$ cat src/rtl/thrcmp_pkg.sv
package thrcmp_pkg;

    localparam int SAMPLE_W = 16;
    localparam int MODE_W   = 2;

    typedef enum logic [MODE_W-1:0] {
        MODE_AT_OR_BELOW = 2'd0,
        MODE_AT_OR_ABOVE = 2'd1,
        MODE_RESERVED_A  = 2'd2,
        MODE_RESERVED_B  = 2'd3
    } cmp_mode_e;

    typedef struct packed {
        logic live;
        logic flag;
    } alarm_state_t;

endpackage

$ cat src/rtl/thrcmp_eval.sv
module thrcmp_eval
    import thrcmp_pkg::*;
#(
    parameter int W = SAMPLE_W
) (
    input  logic signed [W-1:0] sample,
    input  logic signed [W-1:0] limit,
    input  cmp_mode_e           mode,
    output logic                hit
);

    logic ge_res;
    logic le_res;

    assign ge_res = (sample >= limit);
    assign le_res = (sample <= limit);

    always_comb begin
        case (mode)
            MODE_AT_OR_ABOVE: hit = ge_res;
            MODE_AT_OR_BELOW: hit = le_res;
            default:          hit = 1'b0;
        endcase
    end

endmodule

$ cat src/rtl/thrcmp_latch.sv
module thrcmp_latch
    import thrcmp_pkg::*;
(
    input  logic         clk,
    input  logic         rst,
    input  logic         vld,
    input  logic         hit,
    input  logic         clr,
    output alarm_state_t st
);

    always_ff @(posedge clk) begin
        if (rst) begin
            st <= '0;
        end else begin
            if (vld) begin
                st.live <= hit;
            end
            if (vld && hit) begin
                st.flag <= 1'b1;
            end else if (clr) begin
                st.flag <= 1'b0;
            end
        end
    end

    assert_status_hold_R7: assert property (@(posedge clk) disable iff (rst)
        !vld |=> $stable(st.live));

    assert_flag_no_spont_R7: assert property (@(posedge clk) disable iff (rst)
        (!vld && !st.flag) |=> !st.flag);

    assert_flag_sticky_R8: assert property (@(posedge clk) disable iff (rst)
        (vld && hit) |=> st.flag);

    assert_clear_R9: assert property (@(posedge clk) disable iff (rst)
        (clr && !(vld && hit)) |=> !st.flag);

    assert_set_wins_R10: assert property (@(posedge clk) disable iff (rst)
        (clr && vld && hit) |=> st.flag);

endmodule

$ cat src/rtl/thrcmp_alarm.sv
module thrcmp_alarm
    import thrcmp_pkg::*;
#(
    parameter int DATA_W = SAMPLE_W
) (
    input  logic              clk,
    input  logic              rst,
    input  logic              smp_vld,
    input  logic [DATA_W-1:0] smp_val,
    input  logic [DATA_W-1:0] thr_val,
    input  logic [MODE_W-1:0] cmp_mode,
    input  logic              irq_en,
    input  logic              flag_clr,
    output logic              cmp_live,
    output logic              alarm_flag,
    output logic              alarm_irq
);

    logic         hit_w;
    alarm_state_t state_q;

    thrcmp_eval #(.W(DATA_W)) u_eval (
        .sample (smp_val),
        .limit  (thr_val),
        .mode   (cmp_mode_e'(cmp_mode)),
        .hit    (hit_w)
    );

    thrcmp_latch u_latch (
        .clk (clk),
        .rst (rst),
        .vld (smp_vld),
        .hit (hit_w),
        .clr (flag_clr),
        .st  (state_q)
    );

    assign cmp_live   = state_q.live;
    assign alarm_flag = state_q.flag;
    assign alarm_irq  = state_q.flag & irq_en;

    assert_reserved_quiet_R4: assert property (@(posedge clk) disable iff (rst)
        (smp_vld && cmp_mode[1]) |=> !cmp_live);

    assert_reserved_noflag_R4: assert property (@(posedge clk) disable iff (rst)
        (smp_vld && cmp_mode[1] && !alarm_flag) |=> !alarm_flag);

    assert_ge_signed_R2: assert property (@(posedge clk) disable iff (rst)
        (smp_vld && cmp_mode == 2'd1 && $signed(smp_val) >= $signed(thr_val)) |=> alarm_flag);

    always_comb begin
        assert_irq_gate_R11: assert (!alarm_irq || (irq_en && alarm_flag));
    end

endmodule

$ cat config.mk
export PLATFORM = sky130hd
export DESIGN_NAME = thrcmp_alarm
export DESIGN_NICKNAME = d
export VERILOG_FILES = /design/src/rtl/thrcmp_pkg.sv /design/src/rtl/thrcmp_eval.sv /design/src/rtl/thrcmp_latch.sv /design/src/rtl/thrcmp_alarm.sv
export SDC_FILE = /design/constraint.sdc
export NUM_CORES = 1
export LEC_CHECK = 0
export BUFFER_PORTS_ARGS = -buffer_cell sky130_fd_sc_hd__buf_2
export CAP_MARGIN = 20
export CORE_MARGIN = 2
export CORE_UTILIZATION = 42
export CTS_CLUSTER_SIZE = 28
export DETAILED_ROUTE_END_ITERATION = 6
export PLACE_DENSITY = 0.92
export SLEW_MARGIN = 25
export SYNTH_ARGS = -nofsm -noshare
export SYNTH_HDL_FRONTEND = slang
export SYNTH_SLANG_ARGS = --single-unit
$ cat constraint.sdc
create_clock -name clk -period 2.8 [get_ports clk]
set_input_delay 0.14 -clock clk [delete_from_list [all_inputs] [get_ports clk]]
set_output_delay 0.14 -clock clk [all_outputs]
set_load 0.005 [all_outputs]
## After elaboration in Yosys (flattened, before gate mapping)

Cells that the tools add are included.

| operators by class | value |
|---|---|
| $add $sub $neg | 0 |
| multipliers | 0 |
| div/mod/pow operators | 0 |
| $lt $le $gt $ge | 2 |
| equal/unequal tests | 1 |
| shifts and indexed selects | 0 |
| mux-type cells | 3 |
| bitwise gates (word level) | 1 |
| reduce and logical (&&, ||, !) cells | 3 |

Operators by type and width:

| cell | count |
|---|---|
| $ge A16 B16 Y1 | 1 |
| $le A16 B16 Y1 | 1 |
| $eq A2 B1 Y1 const B | 1 |
| $logic_not A2 Y1 | 1 |
| $mux W1 | 2 |
| $pmux W1 S2 | 1 |
| $reduce_bool A2 Y1 | 1 |
| $and A1 B1 Y1 | 1 |
| $logic_and A1 B1 Y1 | 1 |

| word-level totals | value |
|---|---|
| register bits | 2 |
| latch bits | 0 |
| RAM bits | 0 |
| bits in read-only memories | 0 |
| output and inout port bits | 3 |
| memories kept | 0 |

## Logic depth before layout (Yosys ltp)

| depth | value |
|---|---|
| depth after elaboration | 4 |
| gate-level depth with buffers | 7 |
| mapped depth without buffers | 7 |

## Modules after synthesis

Synthesis repeated with hierarchy kept, for this count alone.

| unflattened totals | value |
|---|---|
| cell total of the unflattened synthesis | 69 |
| area total of the unflattened synthesis | 514.2 um^2 |

By module, submodules not included:

| module | instances | cells each | area each (um^2) | seq. area each (um^2) |
|---|---|---|---|---|
| thrcmp_eval | 1 | 61 | 437.9 | 0.0 |
| thrcmp_latch | 1 | 7 | 70.1 | 40.0 |
| thrcmp_alarm | 1 | 1 | 6.3 | 0.0 |

## Least setup slack after synthesis

OpenSTA, ideal clock, no wires.

| timing | value |
|---|---|
| kind | input -> register |
| start | in thr_val[10] |
| end | reg u_latch.st[0] (netlist name) |
| library setup time | 0.079 ns |
| arrival | 1.439 ns |
| path slack | 1.282 ns |
| cell stages on the path | 7 |
| path buffers | 0 |
| cell sequence | inv_1 -> ha_1 -> a21oi_2 -> a211oi_2 -> or3_1 -> a311o_1 -> o211ai_1 |

| on the way | value |
|---|---|
| cells in the longest elaborated chain, start to end | 4 |

Ends and longest elaborated chain:

| item | line | source |
|---|---|---|
| from (decl) | thrcmp_alarm.sv:10 | `input logic [DATA_W-1:0] thr_val,` |
| $le A16 B16 Y1 / $ge A16 B16 Y1 (equally long branches) | thrcmp_eval.sv:16, thrcmp_eval.sv:15 |  |
| $pmux W1 S2 (*) | thrcmp_eval.sv:19 | `case (mode)` |
| $logic_and A1 B1 Y1 (*) | thrcmp_latch.sv:19 | `if (vld && hit) begin` |
| $mux W1 / $reduce_bool A2 Y1 (equally long branches) | -- |  |
| to (decl) | thrcmp_latch.sv:9 | `output alarm_state_t st` |

Mark *: on every way between the ends. The rest lies on a longest branch, timed or not.
A chain may end at the register's enable or synchronous reset.

## Worst setup path in the final report

| timing | value |
|---|---|
| start | in smp_val[10] |
| end | reg u_latch.st[1] (netlist name) |

| on the way | value |
|---|---|
| cells in the longest elaborated chain, start to end | 2 |

Ends and longest elaborated chain:

| item | line | source |
|---|---|---|
| from (decl) | thrcmp_alarm.sv:9 | `input logic [DATA_W-1:0] smp_val,` |
| $le A16 B16 Y1 / $ge A16 B16 Y1 (equally long branches) | thrcmp_eval.sv:16, thrcmp_eval.sv:15 |  |
| $pmux W1 S2 (*) | thrcmp_eval.sv:19 |  |

Marks and branches as above.

==> metrics.txt <==
outcome finished, final reports clean; biggest regs u_latch.st (2); routed via count 696; Starting Density 44.5%; Top FF cell, synth dfxtp_1; Synthesized Nets 133; Largest Register u_latch.st; row count 13; largest net degree at the start of global routing 6; first-pass GRT wire length 2370 µm; number of synthesized flops with an enable pin 0; Final #Nets roughly 180; Area Growth Syn to Fin 43.1%; Worst Hold Class primary input to flip-flop; Hold-fix buffers, CTS 0; hold_ws between 0.2 and 0.25 ns; die span in y slightly above 40 µm; synthesized area per cell between 7 and 8 µm²; met3 routed WL between 80 and 90 µm; worst setup path class primary input to flip-flop; 1st-iter DRT viols 6; Pwr per Cell Area ~240 nW/µm²; number of global-route vias before repair 646; DIE AREA 1670 µm²; FMAX between 600 and 700 MHz; Mapped Area ~570 µm²; initial antenna violation count 0; Final GP Congestion 0.722; unrepaired setup endpoints after global routing no; count of buffers from port buffering a little over 40; Crit Path Max Fanout 3; Worst-path clk slew ~0.030 ns; die width 40.9 µm; Largest register FFs 2; Syn. warnings 0; met1 WL 519 µm; sequential cell area fraction in the yosys report 7.00%; GRT Total Usage 21.1%; Layout Skew 0 ns; via density per instance 5.08; # Post-CTS Setup Buffers 0; cts repair resizes 0; DRC violations left 0; Pre-antenna DRT Iters 4; CTS tree yes; ANT cells 0; fin area 818 µm²; Num Clock Sinks 2; grt total ovfl 0; Post-DP Area between 700 and 800 µm²; core area 1280 µm²; CTS Buffer Depth 2; io pins 42; share of synthesized flip-flops with an asynchronous set or reset 0%; Pwr Total ~0.0002 W; Max rail drop VDD 0.118 mV; crit share post-route 53.5%; critical path arrival 1.65 ns; Startpoint Class primary input; clock root cell clkbuf_4; WL met2 769 µm; top sig layer met4; DP HPWL 1250 µm; Slew HR 81.8%; Final Slew Violations 0; leakage power around 0.49 nW; share of layout cells above drive strength 1 roughly two fifths; Synth Instances 78; Slew @ Worst Pin 0.270 ns; min Tclk post-route ~1.5 ns; Fin Setup TNS 0 ns; Max-Cap Viols 0; H-tree Lvls 1; Crit. End Element flip-flop; post-synthesis register bit count 2; TritonCTS Buffers 3; Clock Latency Late Sink 0.23 ns; final core occ 63.7%; final setup violation count 0; final hold vios 0; Yosys cell types 23; CP required 2.95 ns; ANT nets after route 0; wire per inst 10.1 µm; WL final 1390 µm
-- cells by family after synthesis --
logic type                 count (synthesis)  share of synthesized area [%]
and+or+nand+nor                           27                           25.2
DFF                                        2                           7.00
buffers and inverters                     18                           11.8
AOI/OAI and AO/OA                         15                           21.0
adders and majority gates                 16                           35.0
-- Yosys cell counts (2+ instances only) --
library cell	count	share of area, %
nor2_1	7	4.6
a21oi_2	2	3.1
o211ai_1	2	2.6
ha_1	16	35
nand2_1	5	3.3
dfxtp_1	2	7.0
a311o_1	2	3.5
o21ai_0	2	1.8
nand2b_1	2	2.2
inv_1	18	12
and2_1	2	2.2
nand4_1	5	5.5
a21oi_1	2	1.8
nand3_1	2	1.8
-- placed cells by master, fill, tap and decap left out, drive strengths merged, types with 2 or more instances in the layout --
cell type / count
buf: 41
inv: 18
ha: 16
nor2: 7
nand4: 6
nand2: 5
a21oi: 4
clkbuf: 3
and2: 2
nand3: 2
o21ai: 2
a311o: 2
nand2b: 2
o211ai: 2
dfxtp: 2
-- worst paths after layout --
kind	end	from	slack [ns]	cells past startpoint
worst max-delay path	u_latch.st[1]	smp_val[10]	1.30	7
worst min-delay path	u_latch.st[0]	flag_clr	0.22	4
worst max register to register	u_latch.st[1]	u_latch.st[1]	2.21	2
worst min register to register	u_latch.st[1]	u_latch.st[1]	0.50	2
-- worst max-delay path, stage by stage --
cell and delay (ns):
buf_2 0.10, ha_1 0.33, a21oi_2 0.17, a211oi_2 0.09, or3_1 0.31, a311o_1 0.34
o211ai_1 0.18
-- power by group --
part | internal [W] | total, W | switching [W]
sequential | 0.0000306 | 0.0000315 | 0.000000931
clock | 0.0000475 | 0.0000678 | 0.0000203
combinational | 0.0000507 | 0.0000968 | 0.0000461
total | 0.000129 | 0.000196 | 0.0000673
-- layout make-up --
type / instances / area, µm²
fillers: 125 / 467
multi-input cells: 58 / 464
repair buffers: 41 / 205
inverters: 18 / 67.6
flip-flops and latches: 2 / 40.0
clock buffers: 3 / 22.5
well taps: 15 / 18.8
-- stage by stage --
step / std cells / worst slack (ns)
floorplan: 78 / 1.28
global placement: 134 / 1.14
detailed placement: 134 / 1.07
CTS: 137 / 1.30
global route: 137 / 1.19
finish: 137 / 1.30
-- per-layer routing --
layer | track usage, % | vias up
li1 | - | 363
met1 | 20.9 | 304
met2 | 44.9 | 27
met3 | 1.63 | 2
met4 | 5.00 | 0
met5 | 0 | -
No activity file was read; power rests on OpenSTA's default activity.
